**src/rtl/tick_sel_pkg.sv**
```systemverilog
package tick_sel_pkg;

    typedef enum logic [0:0] {
        PS_RESTART = 1'b0,
        PS_RUN     = 1'b1
    } ps_state_e;

    typedef enum logic [1:0] {
        DV_RESTART = 2'd0,
        DV_DIV     = 2'd1,
        DV_EXT     = 2'd2
    } dv_state_e;

endpackage

```
**src/rtl/tick_prescaler.sv**
```systemverilog
module tick_prescaler
    import tick_sel_pkg::*;
#(
    parameter int unsigned PS_W = 8
) (
    input  logic            clk,
    input  logic            rst_n,
    input  logic [PS_W-1:0] ratio_i,
    output logic            tick_o,
    output logic            hold_o
);

    ps_state_e       state_q, state_d;
    logic [PS_W-1:0] ratio_q;
    logic [PS_W-1:0] cnt_q;
    logic            cfg_moved;

    assign cfg_moved = (ratio_i != ratio_q);

    // state register and counter
    always_ff @(posedge clk or negedge rst_n) begin
        if (!rst_n) begin
            state_q <= PS_RESTART;
            ratio_q <= '0;
            cnt_q   <= '0;
        end else begin
            state_q <= state_d;
            unique case (state_q)
                PS_RESTART: begin
                    ratio_q <= ratio_i;
                    cnt_q   <= '0;
                end
                PS_RUN: begin
                    if (cfg_moved || (cnt_q == ratio_q)) begin
                        cnt_q <= '0;
                    end else begin
                        cnt_q <= cnt_q + PS_W'(1);
                    end
                end
                default: cnt_q <= '0;
            endcase
        end
    end

    always_comb begin
        state_d = state_q;
        unique case (state_q)
            PS_RESTART: state_d = PS_RUN;
            PS_RUN:     state_d = cfg_moved ? PS_RESTART : PS_RUN;
            default:    state_d = PS_RESTART;
        endcase
    end

    // outputs
    always_comb begin
        tick_o = 1'b0;
        hold_o = 1'b1;
        unique case (state_q)
            PS_RESTART: begin
                tick_o = 1'b0;
                hold_o = 1'b1;
            end
            PS_RUN: begin
                tick_o = !cfg_moved && (cnt_q == ratio_q);
                hold_o = cfg_moved;
            end
            default: begin
                tick_o = 1'b0;
                hold_o = 1'b1;
            end
        endcase
    end

    AST_PS_CNT_LIMIT: assert property (@(posedge clk) disable iff (!rst_n)
        (state_q == PS_RUN && !cfg_moved) |-> (cnt_q <= ratio_q));

    AST_PS_CHANGE_RESTARTS: assert property (@(posedge clk) disable iff (!rst_n)
        (state_q == PS_RUN && cfg_moved) |=> (state_q == PS_RESTART && cnt_q == '0));

endmodule

```
**src/rtl/tick_ext_sync.sv**
```systemverilog
module tick_ext_sync #(
    parameter int unsigned N_EXT = 2
) (
    input  logic             clk,
    input  logic             rst_n,
    input  logic [N_EXT-1:0] ext_i,
    output logic [N_EXT-1:0] edge_o
);

    logic [N_EXT-1:0] meta_q, sync_q, last_q;

    always_ff @(posedge clk or negedge rst_n) begin
        if (!rst_n) begin
            meta_q <= '0;
            sync_q <= '0;
            last_q <= '0;
        end else begin
            meta_q <= ext_i;
            sync_q <= meta_q;
            last_q <= sync_q;
        end
    end

    for (genvar i = 0; i < N_EXT; i++) begin : g_edge
        assign edge_o[i] = sync_q[i] & ~last_q[i];

        AST_EXT_EDGE_SINGLE: assert property (@(posedge clk) disable iff (!rst_n)
            edge_o[i] |=> !edge_o[i]);
    end

endmodule

```
**src/rtl/tick_divider.sv**
```systemverilog
module tick_divider
    import tick_sel_pkg::*;
#(
    parameter int unsigned SEL_W    = 4,
    parameter int unsigned MAX_EXP  = 4,
    parameter int unsigned DIV_BASE = 0,
    parameter logic [(1<<SEL_W)-1:0] EXT_MASK = 16'h0020
) (
    input  logic             clk,
    input  logic             rst_n,
    input  logic [SEL_W-1:0] sel_i,
    input  logic             ps_tick_i,
    input  logic             hold_i,
    input  logic             ext_edge_i,
    output logic             tick_o
);

    localparam int unsigned CNT_W = (MAX_EXP > 0) ? MAX_EXP : 1;

    function automatic logic [CNT_W-1:0] lim_for(input logic [SEL_W-1:0] s);
        int e;
        e = int'(s) + int'(DIV_BASE);
        if (e > int'(MAX_EXP)) e = int'(MAX_EXP);
        return CNT_W'((1 << e) - 1);
    endfunction

    dv_state_e        state_q, state_d;
    logic [SEL_W-1:0] sel_q;
    logic [CNT_W-1:0] dcnt_q;
    logic [CNT_W-1:0] lim_q;
    logic             sel_moved;
    logic             tick_d, tick_q;

    assign sel_moved = (sel_i != sel_q);
    assign lim_q     = lim_for(sel_q);

    // state register and divider counter
    always_ff @(posedge clk or negedge rst_n) begin
        if (!rst_n) begin
            state_q <= DV_RESTART;
            sel_q   <= '0;
            dcnt_q  <= '0;
        end else begin
            state_q <= state_d;
            unique case (state_q)
                DV_RESTART: begin
                    sel_q  <= sel_i;
                    dcnt_q <= '0;
                end
                DV_DIV: begin
                    if (sel_moved || hold_i) begin
                        dcnt_q <= '0;
                    end else if (ps_tick_i) begin
                        dcnt_q <= (dcnt_q == lim_q) ? '0 : dcnt_q + CNT_W'(1);
                    end
                end
                DV_EXT:  dcnt_q <= '0;
                default: dcnt_q <= '0;
            endcase
        end
    end

    always_comb begin
        state_d = state_q;
        unique case (state_q)
            DV_RESTART: state_d = EXT_MASK[sel_i] ? DV_EXT : DV_DIV;
            DV_DIV:     state_d = sel_moved ? DV_RESTART : DV_DIV;
            DV_EXT:     state_d = sel_moved ? DV_RESTART : DV_EXT;
            default:    state_d = DV_RESTART;
        endcase
    end

    // output decode
    always_comb begin
        tick_d = 1'b0;
        unique case (state_q)
            DV_RESTART: tick_d = 1'b0;
            DV_DIV:     tick_d = !sel_moved && !hold_i && ps_tick_i && (dcnt_q == lim_q);
            DV_EXT:     tick_d = !sel_moved && ext_edge_i;
            default:    tick_d = 1'b0;
        endcase
    end

    always_ff @(posedge clk or negedge rst_n) begin
        if (!rst_n) tick_q <= 1'b0;
        else        tick_q <= tick_d;
    end

    assign tick_o = tick_q;

    AST_DIV_CNT_LIMIT: assert property (@(posedge clk) disable iff (!rst_n)
        (state_q == DV_DIV) |-> (dcnt_q <= lim_q));

    AST_RESTART_QUIET: assert property (@(posedge clk) disable iff (!rst_n)
        (state_q == DV_RESTART) |=> !tick_o);

    AST_EXT_NEEDS_EDGE: assert property (@(posedge clk) disable iff (!rst_n)
        (state_q == DV_EXT && !ext_edge_i) |=> !tick_o);

    AST_DIV_NEEDS_PS: assert property (@(posedge clk) disable iff (!rst_n)
        (state_q == DV_DIV && !ps_tick_i) |=> !tick_o);

endmodule

```
**src/rtl/tick_source_sel.sv**
```systemverilog
module tick_source_sel #(
    parameter int unsigned N_CH     = 5,
    parameter int unsigned GRP0_CH  = 2,
    parameter int unsigned PS_W     = 8,
    parameter int unsigned SEL_W    = 4,
    parameter int unsigned MAX_EXP  = 4,
    parameter int unsigned DIV_BASE = 0,
    parameter logic [(1<<SEL_W)-1:0] EXT_MASK = 16'h0020
) (
    input  logic                  clk,
    input  logic                  rst_n,
    input  logic [2*PS_W-1:0]     cfg_prescale,
    input  logic [N_CH*SEL_W-1:0] cfg_select,
    input  logic [1:0]            ext_tick_in,
    output logic [N_CH-1:0]       tick_en
);

    localparam int unsigned N_GRP = 2;

    logic [N_GRP-1:0] ps_tick;
    logic [N_GRP-1:0] ps_hold;
    logic [N_GRP-1:0] ext_edge;

    for (genvar g = 0; g < N_GRP; g++) begin : g_ps
        tick_prescaler #(
            .PS_W (PS_W)
        ) u_ps (
            .clk     (clk),
            .rst_n   (rst_n),
            .ratio_i (cfg_prescale[g*PS_W +: PS_W]),
            .tick_o  (ps_tick[g]),
            .hold_o  (ps_hold[g])
        );
    end

    tick_ext_sync #(
        .N_EXT (N_GRP)
    ) u_sync (
        .clk    (clk),
        .rst_n  (rst_n),
        .ext_i  (ext_tick_in),
        .edge_o (ext_edge)
    );

    for (genvar c = 0; c < N_CH; c++) begin : g_ch
        localparam int GRP = (c < int'(GRP0_CH)) ? 0 : 1;

        tick_divider #(
            .SEL_W    (SEL_W),
            .MAX_EXP  (MAX_EXP),
            .DIV_BASE (DIV_BASE),
            .EXT_MASK (EXT_MASK)
        ) u_div (
            .clk        (clk),
            .rst_n      (rst_n),
            .sel_i      (cfg_select[c*SEL_W +: SEL_W]),
            .ps_tick_i  (ps_tick[GRP]),
            .hold_i     (ps_hold[GRP]),
            .ext_edge_i (ext_edge[GRP]),
            .tick_o     (tick_en[c])
        );
    end

    AST_RESET_SILENT: assert property (@(posedge clk) disable iff (!rst_n)
        $rose(rst_n) |-> (tick_en == '0));

endmodule

```
**config.mk**
```make
export PLATFORM = sky130hd
export DESIGN_NAME = tick_source_sel
export DESIGN_NICKNAME = d
export VERILOG_FILES = /design/src/rtl/tick_sel_pkg.sv /design/src/rtl/tick_prescaler.sv /design/src/rtl/tick_ext_sync.sv /design/src/rtl/tick_divider.sv /design/src/rtl/tick_source_sel.sv
export SDC_FILE = /design/constraint.sdc
export NUM_CORES = 1
export LEC_CHECK = 0
export CORE_MARGIN = 2
export CORE_UTILIZATION = 48
export DETAILED_ROUTE_END_ITERATION = 10
export PLACE_DENSITY = 0.68
export SLEW_MARGIN = 20
export SYNTH_ARGS = -nofsm -noshare
export SYNTH_HDL_FRONTEND = slang
export SYNTH_SLANG_ARGS = --single-unit
```
**constraint.sdc**
```tcl
create_clock -name clk -period 2.86 [get_ports clk]
set_clock_uncertainty 0.1 [all_clocks]
set_input_delay 0.715 -clock clk [delete_from_list [all_inputs] [get_ports clk]]
set_output_delay 0.715 -clock clk [all_outputs]
set_load 0.03 [all_outputs]
```
* Yosys cells after proc, flatten, opt, wreduce, memory -nomap -nowiden
Memory sizes are Yosys's and may differ from the RTL's.
Cells that the tools add are included.
Widths: inputs -> output; s select.
** Word-level totals
- Bits in registers :: 95
- ROM bits :: 80
- Input port bits :: 40
- Output and inout port bits :: 5
- Logic and storage cells :: 206
- Memories :: 5
** Memory list
- (no name shown) :: words 16, width 1, rd ports 1, clocked after memory_dff 0, write ports 0, RTL line tick_divider.sv:66 : DV_RESTART: state_d = EXT_MASK[sel_i] ? DV_EXT : DV_DIV;
- (no name shown) :: words 16, width 1, rd ports 1, clocked after memory_dff 0, write ports 0, RTL line tick_divider.sv:66
- (no name shown) :: words 16, width 1, rd ports 1, clocked after memory_dff 0, write ports 0, RTL line tick_divider.sv:66
- (no name shown) :: words 16, width 1, rd ports 1, clocked after memory_dff 0, write ports 0, RTL line tick_divider.sv:66
- (no name shown) :: words 16, width 1, rd ports 1, clocked after memory_dff 0, write ports 0, RTL line tick_divider.sv:66
** Operators by class
- $add $sub $neg :: 12
- Magnitude comparators :: 10
- Equal/unequal tests :: 29
- Shifts and indexed selects :: 5
- Muxes and demuxes :: 67
- Bitwise operators :: 6
- Reduce and logical (&&, ||, !) cells :: 43
** Operators with widths (number)
- $mux 4 :: 25
- $pmux 8 s2 :: 2
- $pmux 2 s3 :: 5
- $lt 4x5->1 const B :: 5
- $logic_and 1x1->1 :: 22
- $pmux 1 s2 :: 11
- $add 4x1->4 const B :: 5
- $eq 4x4->1 :: 5
- $gt 4x3->1 const B :: 5
- $mux 2 :: 10
- $ne 4x4->1 :: 5
- $shl 1x4->4 const A :: 5
- $sub 4x2->4 const B :: 5
- $add 8x1->8 const B :: 2
- $eq 8x8->1 :: 2
- $mux 8 :: 2
- $ne 8x8->1 :: 2
- $mux 1 :: 12
- $eq 2x1->1 const B :: 5
- $eq 2x2->1 const B :: 5
- $logic_not 2->1 :: 5
- $logic_not 1->1 :: 9
- $ne 3x2->1 const B :: 3
- $logic_or 1x1->1 :: 7
- other kinds (3) :: 8

* Depth between registers and ports, before layout
Gate-level depths: netlist of the first run.
- Depth after elaboration :: 9
- Depth in mapped cells :: 9

* By module
Synthesis of the first run repeated with hierarchy kept, for this count alone.
** Unflattened totals
- Cell total of the unflattened synthesis :: 511
- Area, all modules :: 5612.9 µm²
** Modules (own cells, without submodules)
- tick_divider :: instances 5, cells an instance 71, area an instance 733.2 µm², seq. area each 275.3 µm²
- tick_prescaler :: instances 2, cells an instance 74, area an instance 884.6 µm², seq. area each 425.4 µm²
- tick_ext_sync :: instances 1, cells an instance 8, area an instance 177.7 µm², seq. area each 150.1 µm²

* Least setup slack after synthesis of the first run
OpenSTA, ideal clock, no wires.
- Path type :: reg-to-reg
- From :: register g_ch[4].u_div.sel_q[1]
- To :: register g_ch[4].u_div.tick_q
- Library setup time :: 0.064 ns
- Arrival :: 2.382 ns
- Data required time :: 2.696 ns
- Setup slack :: 0.314 ns
- Cell stages (with the launch flop) :: 9
- Buffers on the path :: 1
- Period minus slack after synthesis :: 2.546 ns
- Cell sequence :: dfrtp_1 -> or4_4 -> ha_1 -> xnor2_1 -> xnor2_1 -> or4_1 -> buf_2 -> nor4_4 -> o21a_1
** On the way
- Cells in the longest elaborated chain, start to end :: 7
** Ends and longest elaborated chain
- start, declared :: RTL line tick_divider.sv:28 : logic [SEL_W-1:0] sel_q;
- start signal, assigned :: RTL line tick_divider.sv:47 : sel_q <= sel_i;
- $gt 4x3->1 :: RTL line tick_divider.sv:23 : if (e > int'(MAX_EXP)) e = int'(MAX_EXP);
- $mux 4 :: RTL line tick_divider.sv:23
- $shl 1x4->4 :: RTL line tick_divider.sv:24 : return CNT_W'((1 << e) - 1);
- $sub 4x2->4 :: RTL line tick_divider.sv:24
- $eq 4x4->1 :: RTL line tick_divider.sv:78 : DV_DIV: tick_d = !sel_moved && !hold_i && ps_tick_i && (dcnt_q == lim_q);
- $logic_and 1x1->1 :: RTL line tick_divider.sv:78
- $pmux 1 s2 * :: RTL line tick_divider.sv:76 : unique case (state_q)
- named net g_ch[4].u_div.tick_d :: RTL line tick_divider.sv:32 : logic tick_d, tick_q;
- end signal, assigned :: RTL line tick_divider.sv:86 : else tick_q <= tick_d;
- end, declared :: RTL line tick_divider.sv:32
Mark *: on every way through the listed nets, which the timed path passes. The rest lies on a longest branch.
A chain may end at the register's enable or synchronous reset.

* Worst setup path after layout of the first run
Ends and elaborated chain as after synthesis.

==> metrics.md, run 1 <==
| Metric | Value |
|---|---|
| DR pass1 iterations | `4` |
| Max Clk Rate | `363 MHz` |
| Internal power | `2810 µW` |
| Synth top area share | `44.8%` |
| Slew HR | `58.6%` |
| Pin count of the biggest net entering global routing | `between 40 and 50` |
| Die area | `11900 µm²` |
| Largest area contributor in the netlist | `dfrtp_1` |
| Routed len/inst | `14.2 µm` |
| Hold Path Class | `in -> async` |
| Die Y | `approximately 110 µm` |
| CP Data Arrival Time | `2970 ps` |
| Clock transition at the registers of the reported paths | `90 ps` |
| Hold Buf Count CTS | `0` |
| Largest cells by area after synthesis | `dfrtp_1 45%, xor2_1 9.1%, mux2_2 7.6%` |
| Share of cells above drive strength 1 | `10.7%` |
| Initial DRC count | `151` |
| Die Span X | `approximately 110 µm` |
| CTS max path bufs | `2` |
| Worst Setup End Kind | `flip-flop` |
| WS Path Type | `reg -> reg` |
| Clk_lat worst skew | `370 ps` |
| Residual DRC | `0` |
| Diodes inserted | `0` |
| Cell Area, Synth | `5310 µm²` |
| Async set-reset flop share out of synthesis | `100%` |
| Final period utilization | `96.3%` |
| Mux contribution to synthesized area | `7.64%` |
| Fin area | `between 6000 and 7000 µm²` |
| Area grow syn2layout | `15.5%` |
| Critical Path RT | `3070 ps` |
| Fin crit period | `2750 ps` |
| Startpoint types | `flip-flop` |
| Final setup fails | `0` |
| CTS tree | `done` |
| Ys flop type | `dfrtp_1` |
| #FFs+latches synth | `95` |
| Lkg Pwr | `0.00253 µW` |
| Remaining Overflow, GRT | `0` |
| Post-Synth XOR/XNOR Area | `between 10% and 20%` |
| Initial Util | `49.2%` |
| Synthesized netlist cell count | `approximately 500` |
| Post-synthesis compound-gate area fraction | `3.87%` |
| Total clock sinks | `95` |
| Sw frac | `between 30 and 40%` |
| Avg Cell Area, Syn | `10.7 µm²` |
| Status | `completed` |
| Combinational Power Share | `roughly 29%` |
| Via count | `3691` |
| CTS H-tree lvls | `3` |
| Flop-to-flop setup slack | `110 ps` |
| Ys Warns | `0` |
| Row count | `38` |
| Seq pwr share | `between 40 and 50%` |
| Switching pwr | `1340 µW` |
| Vias per cell | `5.36` |
| PwrDens | `676 nW/µm²` |
| Post-Route WL | `9750 µm` |
| Slew Limit Fails | `0` |
| Worst-Margin Slew | `618 ps` |
| I/O pin count | `45` |
| Post-CTS sizing | `0` |
| Non-filler cells, final | `689` |
| Synth Area in Adders | `7.54%` |
| CTS root buf | `clkbuf_8` |
| DP Area | `5900 µm²` |
| Post-CTS setup buffer count | `0` |
| GRT Total Usage | `18.2%` |
| HPWL Detailed | `7260 µm` |
| Vias in the first global route | `about 3800` |
| Final Hold Fails | `0` |
| TritonCTS buffer count | `9` |
| First-pass GRT wire length | `17300 µm` |
| Hold slack | `252 ps` |
| RSZ-0062 raised after global routing | `no` |
| Sequential area share after synthesis | `44.8%` |
| Core ar. | `10800 µm²` |
| Initial antenna violation count | `0` |
| Fin nets | `616` |
| Largest family of logic cells by synthesized area | `simple AND/OR/NAND/NOR gates` |
| Syn Nets | `569` |
| Clock share of power | `24.1%` |
| Cells after DPL | `673` |
| Setup TNS | `0 ps` |
| RePlAce Congestion | `around 0.77` |
| Worst Path Max Fanout | `7` |
| Yosys cell types | `34` |
| Routed Antenna Nets | `0` |
| Worst IR drop on VDD | `0.355 mV` |
| MaxCap Viol Count | `0` |
| Synth Area in Simple Gates | `between 10% and 20%` |
| Number of flops mapped to enable cells by yosys | `0` |
| Port-buffer cells | `44` |
==> area by class of cell <==
type | count | area (µm²)
Clock buffer | 10 | 138
Multi-Input combinational cell | 377 | 2820
Clock inverter | 6 | 92.6
Timing Repair Buffer | 48 | 480
Sequential cell | 95 | 2380
Fill cell | 882 | 4660
Inverter | 13 | 48.8
Tap cell | 140 | 175
==> flip-flops by register name, indices dropped and copies added (netlist names) <==
name,cells
u_sync.sync_q,2
g_ps.u_ps.cnt_q,16
g_ch.u_div.tick_o,5
g_ps.u_ps.ratio_q,16
g_ps.u_ps.state_q,2
u_sync.last_q,2
g_ch.u_div.sel_q,20
g_ch.u_div.dcnt_q,20
g_ch.u_div.state_q,10
u_sync.meta_q,2
==> per-stage QoR <==
step / power (µW) / util (%) / worst slack, ps
CTS: 4190 / 56.8 / 113
floorplan: 2840 / - / 314
global placement: 3120 / 54.7 / 213
global route: 4440 / 56.8 / 16.5
finish: 4150 / 56.8 / 106
detailed placement: 3180 / 54.7 / 141
==> worst paths after layout <==
kind / end / from / cells past startpoint
setup / recovery: g_ch[4].u_div.tick_o$_DFF_PN0_ / g_ch[4].u_div.sel_q[1]$_DFFE_PN0P_ / 7
max in group asynchronous: g_ch[2].u_div.sel_q[2]$_DFFE_PN0P_ / rst_n / 2
setup reg to reg: g_ch[4].u_div.tick_o$_DFF_PN0_ / g_ch[4].u_div.sel_q[1]$_DFFE_PN0P_ / 7
hold reg to reg: u_sync.sync_q[1]$_DFF_PN0_ / u_sync.meta_q[1]$_DFF_PN0_ / 0
hold / removal: g_ch[3].u_div.tick_o$_DFF_PN0_ / rst_n / 1
min in group clk: u_sync.sync_q[1]$_DFF_PN0_ / u_sync.meta_q[1]$_DFF_PN0_ / 0
==> power groups by stage <==
| stage | sequential (µW) | combinational, µW | clock, µW |
|---|---|---|---|
| after global placement | 1950 | 1170 | 0 |
| after floorplan | 1860 | 979 | 0 |
| after detailed placement | 1960 | 1220 | 0 |
| after CTS | 1940 | 1230 | 1030 |
| final | 1940 | 1210 | 999 |
| after global routing | 1990 | 1360 | 1090 |
==> cells in the mapped netlist, drive strengths merged, types with 4 or more instances <==
cell type and instances:
a21oi 17, a31oi 10, and3 4, buf 6, clkbuf 6, dfrtp 95
ha 32, inv 13, mux2 36, nand2 32, nand3 33, nand3b 15
nand4 12, nand4b 5, nor2 42, nor2b 5, nor4 9, nor4b 6
nor4bb 4, or4 7, xnor2 34, xor2 55
==> cells by family (layout without fill, tap and decap cells) <==
family	count (synthesis)	count (layout)
simple gates	185	185
flops	95	95
xor+xnor	89	89
mux	36	36
compound gates	35	35
fa+ha+maj	32	32
buf+inv	25	77
==> per-layer routing <==
metal	track usage (%)	wire (µm)	up-vias
met5	0	0	-
met4	7.05	135	0
met3	2.87	244	11
met2	29.1	4620	44
met1	24.8	4760	1812
li1	-	-	1824
==> layout by cell type, fill, tap and decap left out, types with 8 or more instances in the layout <==
| cell type | Yosys | routed |
|---|---|---|
| clkbuf_8 | 0 | 10 |
| nor4_1 | 8 | 8 |
| nand2_1 | 32 | 32 |
| nor2_1 | 42 | 42 |
| clkdlybuf4s50_1 | 0 | 43 |
| nand4_1 | 12 | 12 |
| inv_1 | 13 | 13 |
| mux2_2 | 36 | 36 |
| dfrtp_1 | 95 | 95 |
| nand3b_1 | 15 | 15 |
| a21oi_1 | 17 | 17 |
| xor2_1 | 55 | 55 |
| nand3_1 | 33 | 33 |
| ha_1 | 32 | 32 |
| xnor2_1 | 34 | 34 |
| a31oi_1 | 10 | 10 |
==> critical path, stage by stage, from the launching register on <==
cell	delay, ps
dfrtp_1	430
or4_4	560
ha_1	220
xnor2_1	180
xnor2_1	90
or4_1	700
nor4_4	270
o21a_1	140
(Power assumes the default switching activity.)
==> inputs of run 2 (changes only) <==
CORE_UTILIZATION = 30   (was 48)
PLACE_DENSITY = not set   (was 0.68)
==> run 2 against run 1 <==
  * Critical path depth is the same
  * Final area grew 2.9%
  * First-iteration DRC count grew 36%
  * Largest power group unchanged
  * Sequential share of layout area shrank 1.1 points
  * Wire length grew 8.5%
  * Non-clock buffer count grew 1
  * Clock power grew 19%
==> metrics.md, run 2 (synthesized netlist as in run 1, its figures left out) <==
| Metric | Value |
|---|---|
| MaxCap Viol Count | `0 (unchanged)` |
| Bufs and invs on worst path | `0 (unchanged)` |
| Final Hold Fails | `0 (unchanged)` |
| Remaining Overflow, GRT | `0 (unchanged)` |
| Routed Antenna Nets | `0 (unchanged)` |
| Diodes inserted | `0 (unchanged)` |
| GRT Total Usage | `11.8% (-6.4 points)` |
| Slew Limit Fails | `0 (unchanged)` |
| Status | `completed` |
| Post-CTS sizing | `0 (unchanged)` |
| Fin area | `6300 µm² (+2.9%)` |
| Most frequent cells in the layout | `95 x dfrtp_1, 55 x xor2_1, 43 x clkdlybuf4s50_1` |
| Hold slack | `225 ps (-27.5 ps)` |
| Startpoint types | `flip-flop` |
| Pin count of the biggest net entering global routing | `61 (+33%)` |
| CP Data Arrival Time | `2910 ps (-60 ps)` |
| Via count | `3740 (+1.3%)` |
| Hold Buf Count CTS | `0 (unchanged)` |
| Setup TNS | `0 ps (unchanged)` |
| PwrDens | `689 nW/µm² (+1.9%)` |
| Worst Setup End Kind | `flip-flop` |
| CTS root buf | `clkbuf_16` |
| Residual DRC | `0 (unchanged)` |
| Initial DRC count | `206 (+36%)` |
| First-pass GRT wire length | `17700 µm (+2.8%)` |
| Worst Path Max Fanout | `7 (unchanged)` |
| Slew HR | `59.4% (+0.77 points)` |
| Critical Path RT | `3040 ps (-30 ps)` |
| R2r endpoint | `g_ch[4].u_div.tick_o$_DFF_PN0_` |
| Slowest-stage cell, CP | `or4_1` |
| Die area | `18800 µm² (+58%)` |
| I/O pin count | `45 (unchanged)` |
| Clk_lat worst skew | `350 ps (-20 ps)` |
| Hold Path Class | `in -> async` |
| Worst IR drop on VDD | `0.307 mV (-14%)` |
| R2r worst-path depth | `7 (unchanged)` |
| Die Span X | `137 µm (+26%)` |
| Post-Route WL | `10600 µm (+8.5%)` |
| Most used cell, CP | `xnor2_1` |
| Fin crit period | `2720 ps (-31.0 ps)` |
| Die Y | `137 µm (+26%)` |
| Worst path max stage delay | `690 ps (about the same)` |
| Final setup margin | `137 ps (+31.0 ps)` |
| DP Area | `6010 µm² (+1.9%)` |
| Initial Util | `30.7% (-18 points)` |
| Cell chain of the critical path | `or4_4 -> ha_1 -> xnor2_1 -> xnor2_1 -> or4_1 -> nor4_4 -> o21a_1` |
| DP Worst Slack | `126 ps (-15.4 ps)` |
| CTS max path bufs | `2 (unchanged)` |
| Row count | `48 (+26%)` |
| Lkg Pwr | `0.00256 µW (+1.2%)` |
| Vias per cell | `4.83 (-9.9%)` |
| CTS tree | `done` |
| Worst-Margin Slew | `607 ps (-11.5 ps)` |
| RePlAce Congestion | `0.816 (+6.0%)` |
| Vias in the first global route | `3734 (-0.77%)` |
| Total clock sinks | `95 (unchanged)` |
| TritonCTS buffer count | `9 (unchanged)` |
| Max Clk Rate | `367 MHz (+1.1%)` |
| Clock transition at the registers of the reported paths | `70 ps (-20 ps)` |
| R2R Path Start | `g_ch[4].u_div.sel_q[3]$_DFFE_PN0P_` |
| HPWL Detailed | `7810 µm (+7.5%)` |
| DR pass1 iterations | `4 (unchanged)` |
| Largest regs | `g_ch.u_div.dcnt_q (20), g_ch.u_div.sel_q (20)` |
| Final setup fails | `0 (unchanged)` |
| RSZ-0062 raised after global routing | `no` |
| CTS H-tree lvls | `3 (unchanged)` |
| Fin nets | `617 (+0.16%)` |
| Port-buffer cells | `44 (unchanged)` |
| WS Path Type | `reg -> reg` |
| Share of cells above drive strength 1 | `10.5% (-0.20 points)` |
| Initial antenna violation count | `0 (unchanged)` |
| Area grow syn2layout | `18.8%` |
| CP delay by family, top | `simple AND/OR/NAND/NOR gates` |
| Flop-to-flop setup slack | `140 ps (+30 ps)` |
| Core ar. | `17300 µm² (+60%)` |
| Final period utilization | `95.2% (-1.1 points)` |
| Routed len/inst | `13.7 µm (-3.5%)` |
| Post-CTS setup buffer count | `0 (unchanged)` |
| Most common cell after layout, fill and taps aside | `dfrtp_1` |
[run 2: power breakdown]
part	leakage, µW	total, µW	internal, µW	switching, µW
sequential	0.00122	1930	1600	329
combinational	0.00121	1220	692	528
clock	0.000136	1190	678	516
total	0.00256	4340	2970	1370
[run 2: how the worst max path moves through the flow]
stage	from	endpoint	cells after the start
floorplan	g_ch[4].u_div.sel_q[1]$_DFFE_PN0P_	g_ch[4].u_div.tick_o$_DFF_PN0_	8
global placement	cfg_prescale[13]	g_ch[3].u_div.tick_o$_DFF_PN0_	7
detailed placement	cfg_prescale[13]	g_ch[3].u_div.tick_o$_DFF_PN0_	7
CTS	g_ch[4].u_div.sel_q[3]$_DFFE_PN0P_	g_ch[4].u_div.tick_o$_DFF_PN0_	7
global route	g_ch[4].u_div.sel_q[3]$_DFFE_PN0P_	g_ch[4].u_div.tick_o$_DFF_PN0_	7
finish	g_ch[4].u_div.sel_q[3]$_DFFE_PN0P_	g_ch[4].u_div.tick_o$_DFF_PN0_	7
[run 2: area by class of cell]
class,instances,area (µm²)
Sequential cell,95,2380
Clock buffer,11,233
Tap cell,225,282
Inverter,13,48.8
Fill cell,1666,11000
Multi-Input combinational cell,377,2820
Clock inverter,5,58.8
Timing Repair Buffer,49,488
[run 2: stage by stage]
stage,power [µW],cells,util (%)
floorplan,2840,497,-
global placement,3120,759,34.8
detailed placement,3190,759,34.8
CTS,4390,775,36.5
global route,4640,775,36.5
finish,4340,775,36.5
[run 2: per-layer routing]
metal  share of wire [%]  track usage, %  up-vias
met5                   0               0        -
met4                 2.0            5.67        0
met3                 2.9            1.81       14
met2                  48            19.3       46
met1                  47            15.3     1850
li1                    -               -     1830
==> inputs of run 3 (changes only) <==
SLEW_MARGIN = 15   (was 20)
TNS_END_PERCENT = 1   (was not set)
==> results of run 3 <==
The final DEF is identical to that of run 2; final timing and power are the same.
